--- config.mk ---
export PLATFORM = sky130hd
export DESIGN_NAME = adc_scan_seq
export DESIGN_NICKNAME = d
export VERILOG_FILES = /design/src/rtl/adc_scan_pkg.sv /design/src/rtl/adc_frame_engine.sv /design/src/rtl/adc_mean_accum.sv /design/src/rtl/adc_scan_ctrl.sv /design/src/rtl/adc_scan_seq.sv
export SDC_FILE = /design/constraint.sdc
export NUM_CORES = 1
export LEC_CHECK = 0
export ABC_AREA = 1
export BUFFER_PORTS_ARGS = -buffer_cell sky130_fd_sc_hd__buf_4
export CORE_ASPECT_RATIO = 1.75
export CORE_MARGIN = 10
export CORE_UTILIZATION = 56
export CTS_CLUSTER_SIZE = 30
export DETAILED_ROUTE_END_ITERATION = 12
export PLACE_DENSITY_LB_ADDON = 0.3
export REMOVE_ABC_BUFFERS = 1
export SLEW_MARGIN = 40
export SYNTH_ARGS = -nofsm -noshare
export SYNTH_HDL_FRONTEND = slang
export SYNTH_SLANG_ARGS = --single-unit
--- constraint.sdc ---
create_clock -name clk -period 23.7 [get_ports clk]
set_input_delay 3.555 -clock clk [delete_from_list [all_inputs] [get_ports clk]]
set_output_delay 3.555 -clock clk [all_outputs]
set_load 0.01 [all_outputs]
--- src/rtl/adc_scan_pkg.sv ---
package adc_scan_pkg;

    localparam int NUM_CH     = 8;
    localparam int ADDR_W     = 3;
    localparam int CMD_W      = 8;
    localparam int DATA_BITS  = 16;
    localparam int FRAME_BITS = CMD_W + DATA_BITS;
    localparam int RES_W      = 12;
    localparam int PAD_BITS   = 3;

    typedef enum logic [2:0] {
        S_IDLE,
        S_PICK,
        S_LAUNCH,
        S_WAIT,
        S_EMIT,
        S_FINISH
    } seq_state_e;

    typedef struct packed {
        logic              strt;
        logic [ADDR_W-1:0] addr;
        logic              low_res;
        logic              single;
        logic [1:0]        pwr;
    } cmd_t;

    function automatic logic [CMD_W-1:0] build_cmd(
        input logic [ADDR_W-1:0] addr,
        input logic              keep_on,
        input logic              single
    );
        cmd_t c;
        c.strt    = 1'b1;
        c.addr    = addr;
        c.low_res = 1'b0;
        c.single  = single;
        c.pwr     = {1'b0, keep_on};
        return c;
    endfunction

    function automatic logic [RES_W-1:0] word_to_sample(input logic [DATA_BITS-1:0] w);
        return w[RES_W+PAD_BITS-1:PAD_BITS];
    endfunction

endpackage

--- src/rtl/adc_frame_engine.sv ---
module adc_frame_engine
    import adc_scan_pkg::*;
#(
    parameter int HALF_PERIOD = 21
) (
    input  logic                 clk,
    input  logic                 rst,
    input  logic                 go,
    input  logic [CMD_W-1:0]     cmd,
    input  logic                 miso,
    output logic                 sclk,
    output logic                 mosi,
    output logic                 active,
    output logic                 done,
    output logic [DATA_BITS-1:0] word
);
    localparam int HC_W  = $clog2(HALF_PERIOD + 1);
    localparam int BIT_W = $clog2(FRAME_BITS);

    logic [HC_W-1:0]       hcnt;
    logic [BIT_W-1:0]      bitn;
    logic [FRAME_BITS-1:0] tx;
    logic [DATA_BITS-1:0]  rx;
    logic                  sclk_q;

    always_ff @(posedge clk) begin
        if (rst) begin
            active <= 1'b0;
            hcnt   <= '0;
            bitn   <= '0;
            tx     <= '0;
            rx     <= '0;
            sclk_q <= 1'b0;
            done   <= 1'b0;
        end else begin
            done <= 1'b0;
            if (!active) begin
                if (go) begin
                    active <= 1'b1;
                    tx     <= {cmd, {DATA_BITS{1'b0}}};
                    hcnt   <= '0;
                    bitn   <= '0;
                    sclk_q <= 1'b0;
                end
            end else if (hcnt == HC_W'(HALF_PERIOD - 1)) begin
                hcnt <= '0;
                if (!sclk_q) begin
                    sclk_q <= 1'b1;
                    rx     <= {rx[DATA_BITS-2:0], miso};
                end else begin
                    sclk_q <= 1'b0;
                    tx     <= {tx[FRAME_BITS-2:0], 1'b0};
                    if (bitn == BIT_W'(FRAME_BITS - 1)) begin
                        active <= 1'b0;
                        done   <= 1'b1;
                    end else begin
                        bitn <= bitn + 1'b1;
                    end
                end
            end else begin
                hcnt <= hcnt + 1'b1;
            end
        end
    end

    assign sclk = sclk_q;
    assign mosi = active & tx[FRAME_BITS-1];
    assign word = rx;

    // nothing but zeros leaves on MOSI once the command byte is out
    p_data_quiet_r7: assert property (@(posedge clk) disable iff (rst)
        (active && bitn >= BIT_W'(CMD_W)) |-> !mosi);

    // a new frame is only launched into an idle engine
    p_go_idle_r1: assert property (@(posedge clk) disable iff (rst)
        go |-> !active);

    // a frame ends with SCLK back at its idle level
    p_end_low_r1: assert property (@(posedge clk) disable iff (rst)
        done |-> !sclk_q);

endmodule

--- src/rtl/adc_mean_accum.sv ---
module adc_mean_accum
    import adc_scan_pkg::*;
#(
    parameter int CNT_W = 4
) (
    input  logic                 clk,
    input  logic                 rst,
    input  logic                 clr,
    input  logic                 add,
    input  logic [DATA_BITS-1:0] word,
    input  logic [CNT_W-1:0]     navg,
    output logic [RES_W-1:0]     mean
);
    localparam int ACC_W = RES_W + CNT_W;

    logic [ACC_W-1:0] acc;
    logic [ACC_W-1:0] den;
    logic [ACC_W-1:0] num;
    logic [ACC_W-1:0] quo;

    always_ff @(posedge clk) begin
        if (rst || clr) begin
            acc <= '0;
        end else if (add) begin
            acc <= acc + ACC_W'(word_to_sample(word));
        end
    end

    always_comb begin
        den  = ACC_W'(navg);
        num  = acc + den - ACC_W'(1);
        quo  = (den == '0) ? acc : (num / den);
        mean = quo[RES_W-1:0];
    end

    // the sum moves only when a kept sample arrives or a group opens
    p_acc_hold_r4: assert property (@(posedge clk) disable iff (rst)
        (!clr && !add) |=> $stable(acc));

    // a cleared accumulator reads zero
    p_acc_clear_r4: assert property (@(posedge clk) disable iff (rst)
        clr |=> (acc == '0));

endmodule

--- src/rtl/adc_scan_ctrl.sv ---
module adc_scan_ctrl
    import adc_scan_pkg::*;
#(
    parameter int   CNT_W        = 4,
    parameter logic SINGLE_ENDED = 1'b0
) (
    input  logic                    clk,
    input  logic                    rst,
    input  logic                    start,
    input  logic [NUM_CH-1:0]       ch_en,
    input  logic [NUM_CH*CNT_W-1:0] skip_flat,
    input  logic [NUM_CH*CNT_W-1:0] avg_flat,
    output logic                    fe_go,
    output logic [CMD_W-1:0]        fe_cmd,
    input  logic                    fe_done,
    output logic                    acc_clr,
    output logic                    acc_add,
    output logic [CNT_W-1:0]        acc_navg,
    input  logic [RES_W-1:0]        acc_mean,
    output logic                    cs_n,
    output logic                    busy,
    output logic                    res_valid,
    output logic [ADDR_W-1:0]       res_slot,
    output logic [RES_W-1:0]        res_data,
    output logic                    scan_done
);
    localparam int              TOT_W   = CNT_W + 1;
    localparam logic [ADDR_W-1:0] LAST_CH = ADDR_W'(NUM_CH - 1);

    seq_state_e        state;
    logic [ADDR_W-1:0] ch_idx;
    logic [ADDR_W-1:0] slot;
    logic [TOT_W-1:0]  frame_k;
    logic [TOT_W-1:0]  total;
    logic [CNT_W-1:0]  cur_skip;
    logic [CNT_W-1:0]  navg;
    logic              cs_low;
    logic [CMD_W-1:0]  sent_cmd;
    logic              valid_q;
    logic              done_q;
    logic [ADDR_W-1:0] slot_q;
    logic [RES_W-1:0]  data_q;

    logic [CNT_W-1:0]  sel_skip;
    logic [CNT_W-1:0]  sel_avg;
    logic [CNT_W-1:0]  sel_navg;
    logic              last_frame;

    always_comb begin
        sel_skip   = skip_flat[int'(ch_idx)*CNT_W +: CNT_W];
        sel_avg    = avg_flat[int'(ch_idx)*CNT_W +: CNT_W];
        sel_navg   = (sel_avg == '0) ? CNT_W'(1) : sel_avg;
        last_frame = (frame_k == total - TOT_W'(1));
    end

    always_ff @(posedge clk) begin
        if (rst) begin
            state    <= S_IDLE;
            ch_idx   <= '0;
            slot     <= '0;
            frame_k  <= '0;
            total    <= '0;
            cur_skip <= '0;
            navg     <= CNT_W'(1);
            cs_low   <= 1'b0;
            sent_cmd <= '0;
            valid_q  <= 1'b0;
            done_q   <= 1'b0;
            slot_q   <= '0;
            data_q   <= '0;
        end else begin
            valid_q <= 1'b0;
            done_q  <= 1'b0;
            case (state)
                S_IDLE: begin
                    if (start) begin
                        ch_idx <= '0;
                        slot   <= '0;
                        state  <= S_PICK;
                    end
                end
                S_PICK: begin
                    if (ch_en[ch_idx]) begin
                        cur_skip <= sel_skip;
                        navg     <= sel_navg;
                        total    <= TOT_W'(sel_skip) + TOT_W'(sel_navg);
                        frame_k  <= '0;
                        state    <= S_LAUNCH;
                    end else if (ch_idx == LAST_CH) begin
                        state <= S_FINISH;
                    end else begin
                        ch_idx <= ch_idx + 1'b1;
                    end
                end
                S_LAUNCH: begin
                    cs_low   <= 1'b1;
                    sent_cmd <= fe_cmd;
                    state    <= S_WAIT;
                end
                S_WAIT: begin
                    if (fe_done) begin
                        if (last_frame) begin
                            state <= S_EMIT;
                        end else begin
                            frame_k <= frame_k + 1'b1;
                            state   <= S_LAUNCH;
                        end
                    end
                end
                S_EMIT: begin
                    valid_q <= 1'b1;
                    data_q  <= acc_mean;
                    slot_q  <= slot;
                    slot    <= slot + 1'b1;
                    if (ch_idx == LAST_CH) begin
                        state <= S_FINISH;
                    end else begin
                        ch_idx <= ch_idx + 1'b1;
                        state  <= S_PICK;
                    end
                end
                S_FINISH: begin
                    cs_low <= 1'b0;
                    done_q <= 1'b1;
                    state  <= S_IDLE;
                end
                default: state <= S_IDLE;
            endcase
        end
    end

    assign fe_go     = (state == S_LAUNCH);
    assign fe_cmd    = build_cmd(ch_idx, !last_frame, SINGLE_ENDED);
    assign acc_clr   = (state == S_PICK) && ch_en[ch_idx];
    assign acc_add   = (state == S_WAIT) && fe_done && (frame_k >= TOT_W'(cur_skip));
    assign acc_navg  = navg;
    assign cs_n      = !cs_low;
    assign busy      = (state != S_IDLE);
    assign res_valid = valid_q;
    assign res_slot  = slot_q;
    assign res_data  = data_q;
    assign scan_done = done_q;

    // the frame that closes a group was sent with both power bits clear
    p_last_pwrdn_r3: assert property (@(posedge clk) disable iff (rst)
        (state == S_WAIT && fe_done && last_frame) |-> (sent_cmd[1:0] == 2'b00));

    // frames before the last of the group keep the converter on
    p_keep_on_r3: assert property (@(posedge clk) disable iff (rst)
        (state == S_WAIT && fe_done && !last_frame) |-> (sent_cmd[1:0] == 2'b01));

    // every command carries the start bit and asks for 12-bit mode
    p_cmd_frame_r2: assert property (@(posedge clk) disable iff (rst)
        (state == S_WAIT) |-> (sent_cmd[7] && !sent_cmd[3] && sent_cmd[6:4] == ch_idx));

    // the divisor seen by the accumulator is never zero
    p_navg_nz_r6: assert property (@(posedge clk) disable iff (rst)
        (state == S_EMIT) |-> (navg != '0));

endmodule

--- src/rtl/adc_scan_seq.sv ---
module adc_scan_seq
    import adc_scan_pkg::*;
#(
    parameter int   CNT_W        = 4,
    parameter int   HALF_PERIOD  = 21,
    parameter logic SINGLE_ENDED = 1'b0
) (
    input  logic                    clk,
    input  logic                    rst,
    input  logic                    start,
    input  logic [NUM_CH-1:0]       ch_en,
    input  logic [NUM_CH*CNT_W-1:0] skip_cnt,
    input  logic [NUM_CH*CNT_W-1:0] avg_cnt,
    input  logic                    miso,
    output logic                    sclk,
    output logic                    mosi,
    output logic                    cs_n,
    output logic                    busy,
    output logic                    res_valid,
    output logic [ADDR_W-1:0]       res_slot,
    output logic [RES_W-1:0]        res_data,
    output logic                    scan_done
);
    logic                 fe_go;
    logic [CMD_W-1:0]     fe_cmd;
    logic                 fe_done;
    logic                 fe_active;
    logic [DATA_BITS-1:0] fe_word;
    logic                 acc_clr;
    logic                 acc_add;
    logic [CNT_W-1:0]     acc_navg;
    logic [RES_W-1:0]     acc_mean;

    adc_scan_ctrl #(
        .CNT_W        (CNT_W),
        .SINGLE_ENDED (SINGLE_ENDED)
    ) u_ctrl (
        .clk       (clk),
        .rst       (rst),
        .start     (start),
        .ch_en     (ch_en),
        .skip_flat (skip_cnt),
        .avg_flat  (avg_cnt),
        .fe_go     (fe_go),
        .fe_cmd    (fe_cmd),
        .fe_done   (fe_done),
        .acc_clr   (acc_clr),
        .acc_add   (acc_add),
        .acc_navg  (acc_navg),
        .acc_mean  (acc_mean),
        .cs_n      (cs_n),
        .busy      (busy),
        .res_valid (res_valid),
        .res_slot  (res_slot),
        .res_data  (res_data),
        .scan_done (scan_done)
    );

    adc_frame_engine #(
        .HALF_PERIOD (HALF_PERIOD)
    ) u_frame (
        .clk    (clk),
        .rst    (rst),
        .go     (fe_go),
        .cmd    (fe_cmd),
        .miso   (miso),
        .sclk   (sclk),
        .mosi   (mosi),
        .active (fe_active),
        .done   (fe_done),
        .word   (fe_word)
    );

    adc_mean_accum #(
        .CNT_W (CNT_W)
    ) u_accum (
        .clk  (clk),
        .rst  (rst),
        .clr  (acc_clr),
        .add  (acc_add),
        .word (fe_word),
        .navg (acc_navg),
        .mean (acc_mean)
    );

    // no clocking toward the converter while it is deselected
    p_sclk_idle_r1: assert property (@(posedge clk) disable iff (rst)
        cs_n |-> !sclk);

    // a frame only runs with the converter selected
    p_frame_sel_r7: assert property (@(posedge clk) disable iff (rst)
        fe_active |-> !cs_n);

    // chip select is only held during a scan
    p_cs_busy_r7: assert property (@(posedge clk) disable iff (rst)
        !cs_n |-> busy);

    // end-of-scan is a single-cycle pulse
    p_done_pulse_r8: assert property (@(posedge clk) disable iff (rst)
        scan_done |=> !scan_done);

    // results only appear inside a scan
    p_result_in_scan_r5: assert property (@(posedge clk) disable iff (rst)
        res_valid |-> busy);

endmodule

==> summary.txt, run 1 <==
Placed design
  – Pre-CTS setup slack: -0.826 ns
  – Buffers on Ports: 96
  – Placer Congestion: 0.995
  – Dpl hpwl: 25200 µm

Timing
  – Tmin final: 22.25 ns
  – Setup TNS Final: 0 ns
  – Final WS setup: 1.45 ns
  – Fmax: 0.0449 GHz
  – Worst Clk Skew: 0.00957 ns
  – Setup violators final: 0
  – Slew @ Worst Pin: 0.889 ns
  – Worst hold slack: 0.467 ns
  – Worst slew margin: 40.2%
  – Hold Fails Final Rpt: 0
  – Final period util: 93.9%
  – Final-report max-slew violation count: 0

Status
  – Status: complete, no violations

Clock tree
  – CTS Buffer Depth: 2
  – Clock transition at path regs: 0.08 ns
  – Total number of H-tree levels: 3
  – Cts hold-fix bufs: 0
  – CTS buffer count: 9
  – Clk_lat worst skew: 0.36 ns
  – CTS tree: yes
  – Root Buffer: clkbuf_16
  – CTS sink count: 97

Floorplanning
  – Total die area: 26100 µm²
  – Overall die width: 126 µm
  – Initial core utilization: 56.6%
  – Die outline height: 206 µm
  – I/O pins: 97
  – Cell Rows: 68
  – Core region area: 19700 µm²

Route
  – Total iterations of the first detailed-routing run: 5
  – Routed Antenna Nets: 0
  – WL final: 32500 µm
  – 1st-iter DRT viols: 550
  – Routed len/inst: 14.8 µm
  – Vias: 12200
  – DRC errors left: 0
  – Via density: 5.57

Logic synthesis
  – Syn Inst Count: 1783
  – Syn. warnings: 0
  – Asr flop ratio synth: 0%
  – Sequential share of the synthesized area: 17.5%
  – Synthesized flop and latch total: 97
  – Post-synth EDFFs: 0
  – Synthesized area per cell: 6.23 µm²
  – Cell variety after synth: 55
  – Post-synth top flop: dfxtp_1
  – Post-Syn Area: 11100 µm²

Hold path
  – Type of the worst min-delay path: flop to flop
  – Hold Path Depth: 2
  – Hold path start: u_frame.tx[23]$_SDFFE_PP0P_

Setup path
  – Critical path's largest stage delay: 0.37 ns
  – Element type at the critical path start: flop
  – CP arrival: 22.49 ns
  – CP required: 23.93 ns
  – Worst reg2reg path depth: 173
  – Critical-path top delay cell: fa_2
  – Critical path class: flop to flop
  – CP max FO: 7
  – Worst setup EP type: flop
  – Most used cell along the critical path: nand2_1
  – Worst r2r src: u_ctrl.acc_navg[1]$_SDFFE_PP0P_
  – Crit. Startpoint: u_ctrl.acc_navg[1]$_SDFFE_PP0P_

Run
  – Number of max-cap violations: 0

Cells and area
  – Most frequent cells in the layout: nand2_1, inv_1, nor2_1
  – Fill cells: 1699
  – Area grow syn2layout: 20.5%
  – Nets: 2130
  – Seq. cell area: 1940 µm²
  – Layout cells sized above 1: 20.3%
  – Area of the multi-input gates: 8370 µm²
  – Antenna diodes: 0
  – Commonest non-fill, non-tap cell in the layout: nand2_1

Global routing
  – Number of global-route vias before repair: 11700
  – GRT Total Usage: 23.1%
  – Total congestion overflow: 0
  – First-pass GRT wire length: 51800 µm
  – Initial antenna violation count: 0
  – Largest net degree at the start of global routing: 40
## layer usage
layer	up-vias	wire length, µm	GRT usage, %
met5	-	0	0
met4	0	1880	12.6
met3	150	1390	3.65
met2	326	17500	45.9
met1	5579	11700	21.6
li1	6164	-	-
## final cells by class
type	count	share of cell area [%]
clock inverter	7	0.607
tap	245	2.29
multi-input combinational	1371	62.5
timing repair buffer	185	10.4
sequential	97	14.5
clock buffer	9	1.68
inverter	280	7.96
## what timing repair did
item | CTS | global route
setup buffers | 5 | 47
pin swaps | 5 | 67
resized for setup | 16 | 113
setup endpoints to repair | 1 | 3
## final timing paths
kind / endpoint / slack [ns]
worst max-delay path: u_ctrl.res_data[0]$_SDFFE_PP0P_ / 1.45
worst min-delay path: u_frame.tx[23]$_SDFFE_PP0P_ / 0.47
worst min register to register: u_frame.tx[23]$_SDFFE_PP0P_ / 0.47
worst max register to register: u_ctrl.res_data[0]$_SDFFE_PP0P_ / 1.45
## cell usage after synthesis, types with 8 or more instances
| cell type | count | share of area [%] |
|---|---|---|
| nand3_4 | 10 | 1.6 |
| o21ai_1 | 10 | 0.45 |
| o21ai_0 | 149 | 6.7 |
| nor2_4 | 10 | 1.0 |
| xnor2_1 | 24 | 1.9 |
| nand4_1 | 30 | 1.7 |
| or2_2 | 11 | 0.62 |
| inv_2 | 14 | 0.47 |
| o22ai_1 | 19 | 1.1 |
| nor2_1 | 215 | 7.3 |
| nand2_2 | 21 | 1.2 |
| nand3_1 | 115 | 5.2 |
| a21o_1 | 8 | 0.54 |
| ha_1 | 107 | 12 |
| xor2_1 | 40 | 3.2 |
| nor3_1 | 14 | 0.63 |
| inv_1 | 266 | 9.0 |
| a21oi_1 | 100 | 4.5 |
| clkbuf_1 | 23 | 0.78 |
| nand2_1 | 373 | 13 |
| dfxtp_1 | 97 | 17 |
| nand3_2 | 19 | 1.7 |
## critical path: cells and delay by family, from the launching register on
kind	cells	cell delay [ns]
AND/OR/NAND/NOR	78	8.82
adder cells (fa/ha/maj)	19	5.03
flip-flops	1	0.36
AO/OA/AOI/OAI	43	5.71
buffers and inverters	33	2.20
## sequential cells by signal, summed over array words and instances (netlist names), 5 cells and up
| register | flops |
|---|---|
| u_ctrl.frame_k | 5 |
| u_ctrl.total | 5 |
| u_accum.acc | 16 |
| u_frame.hcnt | 5 |
| u_ctrl.res_data | 12 |
| u_frame.word | 15 |
| u_frame.bitn | 5 |
| u_frame.tx | 8 |
## cells by family after synthesis
family | after synthesis | share of synthesized area [%]
AO/OA/AOI/OAI | 337 | 16.9
flip-flops | 97 | 17.5
AND/OR/NAND/NOR | 860 | 37.0
buffers and inverters | 315 | 11.0
XOR/XNOR | 64 | 5.04
adder cells (fa/ha/maj) | 110 | 12.6
## stage by stage
stage	utilization [%]	area [µm²]	std cells
final	68.2	13400	2194
after global routing	68.2	13400	2194
after CTS	64.3	12600	2147
after detailed placement	62.3	12200	2126
after global placement	62.3	12200	2126
after floorplan	-	10900	1748
Power of run 1 is not shown: default switching activity piles up to over one toggle a cycle in this logic, so the estimate is an artifact.
==> inputs of run 2 (changes only) <==
- ABC_AREA: 1 -> default
==> run 2 against run 1 <==
Compared with the run above:
- the run now ends with negative setup slack left
- final cell count down 1.7%
- synthesized area is 4.1% lower
- maximum frequency shrank 20%
- wire length is 59% higher
- sequential cell count unchanged
- largest cell class unchanged
==> summary.txt, run 2 <==
Logic synthesis
  – Post-synth EDFFs: 0
  – Post-synth top flop: dfxtp_1
  – Post-Syn Area: 10700 µm²
  – Largest cells by area after synthesis: dfxtp_1, ha_1, nor2_1
  – Cell variety after synth: 100
  – Asr flop ratio synth: 0%
  – Most frequent cell after synthesis: nor2_1
  – Synth top area share: 18.2%
  – Commonest cells in the netlist: nor2_1, nand2_1, a21oi_1, ha_1, dfxtp_1
  – Syn. warnings: 0
  – Syn Inst Count: 1371
  – Synthesized flop and latch total: 97
  – Sequential share of the synthesized area: 18.2%
  – Synthesized area per cell: 7.77 µm²
  – Area leader, netlist: dfxtp_1

Timing
  – Unrepaired setup endpoints after global routing: true
  – Worst slew margin: 38.7%
  – Final-report max-slew violation count: 0
  – Worst Clk Skew: 0.0138 ns
  – Setup TNS Final: -8.64 ns
  – Hold Fails Final Rpt: 0
  – Tmin final: 27.80 ns
  – Fmax: 0.0360 GHz
  – Final period util: 117%
  – Slew @ Worst Pin: 0.914 ns
  – Setup violators final: 3
  – Final WS setup: -4.10 ns

Cells and area
  – Layout cells sized above 1: 41.3%
  – Final design utilization: 86.8%
  – Area grow syn2layout: 51.9%
  – Register with the most flip-flops: u_accum.acc
  – Final instance area: 16200 µm²
  – Most frequent cells in the layout: buf_4, nor2_1, nand2_1
  – Commonest non-fill, non-tap cell in the layout: buf_4
  – Antenna diodes: 0
  – Fin cells: 2156
  – Nets: 2099
  – Max reg flops: 16

Global routing
  – Initial antenna violation count: 0
  – Largest net degree at the start of global routing: 72
  – First-pass GRT wire length: 66600 µm
  – GRT Total Usage: 31.1%
  – Total congestion overflow: 0
  – Number of global-route vias before repair: 14100

Floorplanning
  – Die outline height: 203 µm
  – I/O pins: 97
  – Overall die width: 124 µm
  – Initial core utilization: 57.1%
  – Core region area: 18700 µm²
  – Cell Rows: 66
  – Total die area: 25200 µm²

Route
  – Vias: 14700
  – Routed Antenna Nets: 0
  – DRC errors left: 0
  – Routed len/inst: 24.0 µm
  – Via density: 6.83
  – 1st-iter DRT viols: 1742
  – WL final: 51700 µm
  – Total iterations of the first detailed-routing run: 8

Setup path
  – CP required: 23.94 ns
  – CP arrival: 28.04 ns
  – Critical path's largest stage delay: 0.46 ns
  – Element type at the critical path start: flop
  – Most used cell along the critical path: o21a_1
  – Worst setup EP type: flop
  – Crit. Startpoint: u_ctrl.acc_navg[0]$_SDFFE_PP1P_
  – Critical R2R Capture: u_ctrl.res_data[0]$_SDFFE_PP0P_
  – Critical path class: flop to flop
  – Flop2flop setup slack: -4.10 ns
  – Worst Setup EP: u_ctrl.res_data[0]$_SDFFE_PP0P_
  – CP max FO: 5
  – Worst reg2reg path depth: 144
  – Worst r2r src: u_ctrl.acc_navg[0]$_SDFFE_PP1P_
  – Critical-path top delay cell: nor4_4

Placed design
  – Dpl cells: 1996
  – Post-DP Area: 14000 µm²
  – Placer Congestion: 1.03
  – Dpl hpwl: 28600 µm
  – Buffers on Ports: 96

Clock tree
  – Root Buffer: clkbuf_16
  – Clk_lat worst skew: 0.36 ns
  – Cts hold-fix bufs: 0
  – CTS sink count: 97
  – CTS tree: yes
  – Clock transition at path regs: 0.08 ns
  – Total number of H-tree levels: 3
  – CTS buffer count: 9
  – CTS Buffer Depth: 2

Status
  – Status: complete, but fails checks
  – Failing checks: negative setup slack

Run
  – Number of max-cap violations: 0

Hold path
  – Type of the worst min-delay path: flop to flop
[run 2: cell type report]
type,count,area (µm²)
Tap cell,238,298
Clock buffer,10,239
Inverter,72,270
Multi-Input combinational cell,1161,9030
Clock inverter,6,57.6
Fill cell,893,2470
Timing Repair Buffer,572,4350
Sequential cell,97,1950
[run 2: cells by family (layout without fill, tap and decap cells)]
group,after synthesis,in the layout,share of synthesized area [%]
AND/OR/NAND/NOR,497,497,23.0
multiplexers,60,60,8.02
AO/OA/AOI/OAI,423,423,27.8
flip-flops,97,97,18.2
buffers and inverters,113,660,4.01
XOR/XNOR,71,71,5.83
adder cells (fa/ha/maj),110,110,13.1
[run 2: critical path, delay by kind of cell (launching register included)]
family	cells	cell delay (ns)
adders and majority gates	19	5.12
DFF	1	0.34
buffers and inverters	10	1.27
and+or+nand+nor	47	7.95
xor gates and xnor gates	1	0.15
AOI/OAI and AO/OA	61	11.21
muxes	6	1.57
[run 2: what timing repair did]
action / in CTS / in global routing
buffers inserted: 94 / 53
resized for setup: 78 / 94
endpoints found under the setup margin: 3 / 3
pin swaps: 58 / 101
[run 2: stage by stage]
stage / setup WS [ns] / hold WS, ns
3_3_place_gp: -1.90 / 0.438
6_report: -4.10 / 0.453
3_5_place_dp: -3.08 / 0.444
4_1_cts: -0.919 / 0.457
5_1_grt: -4.80 / 0.475
2_1_floorplan: -4.31 / 0.426
[run 2: how the worst min path moves through the flow]
stage	from	end	slack, ns	cells after the start
after detailed placement	u_frame.word[2]$_SDFFE_PP0P_	u_frame.word[3]$_SDFFE_PP0P_	0.44	2
final	u_frame.word[2]$_SDFFE_PP0P_	u_frame.word[3]$_SDFFE_PP0P_	0.45	2
after global routing	u_frame.word[2]$_SDFFE_PP0P_	u_frame.word[3]$_SDFFE_PP0P_	0.47	2
after floorplan	u_frame.word[0]$_SDFFE_PP0P_	u_frame.word[1]$_SDFFE_PP0P_	0.43	2
after global placement	u_frame.word[0]$_SDFFE_PP0P_	u_frame.word[1]$_SDFFE_PP0P_	0.44	2
after CTS	u_frame.word[2]$_SDFFE_PP0P_	u_frame.word[3]$_SDFFE_PP0P_	0.46	2
[run 2: metal layers]
metal	global-route usage [%]	wire (µm)	part of all wire, %
met4	24.6	5700	11
met5	0	0	0
met1	27.7	16000	31
met2	59.5	24900	48
met3	5.48	5070	9.8
Power of run 2 is left out for the same reason.
==> inputs of run 3 (changes only) <==
- ABC_AREA: default -> 1
- GPL_TIMING_DRIVEN: default -> 0
==> run 3 against run 2 <==
Compared with the run above:
- the flow finishes with violations (design-rule violations)
- maximum frequency increased by 23%
- non-clock buffer count down 377
- utilization is 18 points lower
- global-route usage is 8.6 points lower
- count of clock-buffer cells in the layout decreased by 1
- wire length fell by 38%
- sequential cell count stayed put
- sequential share of layout area rose by 2.4 points
- worst setup slack gained 5.2 ns
- hold slack better by 0.015 ns
- critical path type unchanged
==> summary.txt, run 3 (synthesized netlist as in run 1, its figures left out) <==
Placed design
  – Placer Congestion: 0.937
  – Dpl hpwl: 23400 µm
  – Dpl cells: 2089
  – Pre-CTS setup slack: -4.80 ns
  – Buffers on Ports: 96

Hold path
  – Type of the worst min-delay path: flop to flop

Setup path
  – Most used cell along the critical path: nand2_1
  – Element type at the critical path start: flop
  – CP max FO: 7
  – CP arrival: 22.87 ns
  – CP required: 23.92 ns
  – Worst setup EP type: flop
  – Critical path's largest stage delay: 0.41 ns
  – Critical path class: flop to flop
  – Critical-path top delay cell: fa_2

Floorplanning
  – Overall die width: 126 µm
  – Initial core utilization: 56.6%
  – Die outline height: 206 µm
  – Core region area: 19700 µm²
  – I/O pins: 97
  – Total die area: 26100 µm²
  – Cell Rows: 68

Timing
  – Worst hold slack: 0.468 ns
  – Fmax: 0.0442 GHz
  – Final period util: 95.6%
  – Final WS setup: 1.05 ns
  – Setup TNS Final: 0 ns
  – Worst slew margin: 46.1%
  – Slew @ Worst Pin: 0.800 ns
  – Worst Clk Skew: 0.0140 ns
  – Final-report max-slew violation count: 0
  – Hold Fails Final Rpt: 0
  – Setup violators final: 0
  – Tmin final: 22.65 ns

Cells and area
  – Fin cells: 2204
  – Area grow syn2layout: 22.1%
  – Layout cells sized above 1: 21.5%
  – Antenna diodes: 0
  – Most frequent cells in the layout: nand2_1, inv_1, nor2_1
  – Nets: 2140
  – Commonest non-fill, non-tap cell in the layout: nand2_1
  – Register with the most flip-flops: u_accum.acc
  – Max reg flops: 16

Route
  – DRC errors left: 1
  – Via density: 5.61
  – Routed len/inst: 14.5 µm
  – Vias: 12400
  – 1st-iter DRT viols: 456
  – WL final: 31900 µm
  – Routed Antenna Nets: 0
  – Total iterations of the first detailed-routing run: 12

Run
  – Number of max-cap violations: 0

Global routing
  – Number of global-route vias before repair: 12000
  – Top Usage Layer GRT: met2
  – Initial antenna violation count: 0
  – Met3 Usage GRT: 4.03%
  – First-pass GRT wire length: 51100 µm
  – GR Util met1: 20.6%
  – GRT met2 Usage: 46.3%
  – GRT Total Usage: 22.5%
  – Total congestion overflow: 0
  – Largest net degree at the start of global routing: 40

Clock tree
  – CTS tree: yes
  – CTS buffer count: 9
  – Clock transition at path regs: 0.07 ns
  – Total number of H-tree levels: 3
  – CTS sink count: 97
  – Cts hold-fix bufs: 0
  – Root Buffer: clkbuf_16
  – CTS Buffer Depth: 2
  – Clk_lat worst skew: 0.36 ns

Status
  – Failing checks: design-rule violations
  – Status: complete, but fails checks
## run 3: changes by cell type in the layout (fill, tap and decap cells not counted), sizes merged, moves of 24 or more
cell and change:
buf -377, nand2 +277, inv +201, nand3 +119, o21ai +84, nor2 +69
nor3 -25, o21a -25, a21o -24
## run 3: worst max-delay path: cells and delay by family, from the launching register on
family / cells / cell delay [ns]
adders and majority gates: 19 / 5.09
AOI/OAI and AO/OA: 44 / 5.65
buffers and inverters: 33 / 2.41
and+or+nand+nor: 79 / 8.95
DFF: 1 / 0.36
## run 3: final cells by class
cell class,instances,area (µm²)
inverter,280,1090
clock buffer,9,225
multi-input combinational,1371,8440
clock inverter,7,81.3
timing repair buffer,195,1480
fill,1672,6080
tap,245,307
sequential,97,1950
## run 3: through the flow
stage                     area [µm²]  utilization (%)
after floorplan                10900                -
after global placement         12000             60.9
after detailed placement       12000             60.9
after CTS                      12800             65.1
after global routing           13600             69.0
final                          13600             69.0
## run 3: layer usage
metal	vias up	part of all wire, %	routed length [µm]
met5	-	0	0
met4	0	4.4	1420
met3	128	4.6	1470
met2	336	55	17500
met1	5703	36	11600
li1	6196	-	-
## run 3: worst paths after layout
kind / slack (ns) / to / cells after the start / start
worst max-delay path: 1.05 / u_ctrl.res_data[0]$_SDFFE_PP0P_ / 175 / u_ctrl.acc_navg[1]$_SDFFE_PP0P_
worst min-delay path: 0.47 / u_frame.tx[23]$_SDFFE_PP0P_ / 2 / u_frame.tx[23]$_SDFFE_PP0P_
worst max register to register: 1.05 / u_ctrl.res_data[0]$_SDFFE_PP0P_ / 175 / u_ctrl.acc_navg[1]$_SDFFE_PP0P_
worst min register to register: 0.47 / u_frame.tx[23]$_SDFFE_PP0P_ / 2 / u_frame.tx[23]$_SDFFE_PP0P_
## run 3: what timing repair did
item / 4_1_cts / 5_1_grt
buffers inserted: 38 / 61
resized for setup: 65 / 95
setup endpoints to repair: 3 / 2
pin swaps: 29 / 73
Power of run 3 is left out for the same reason.
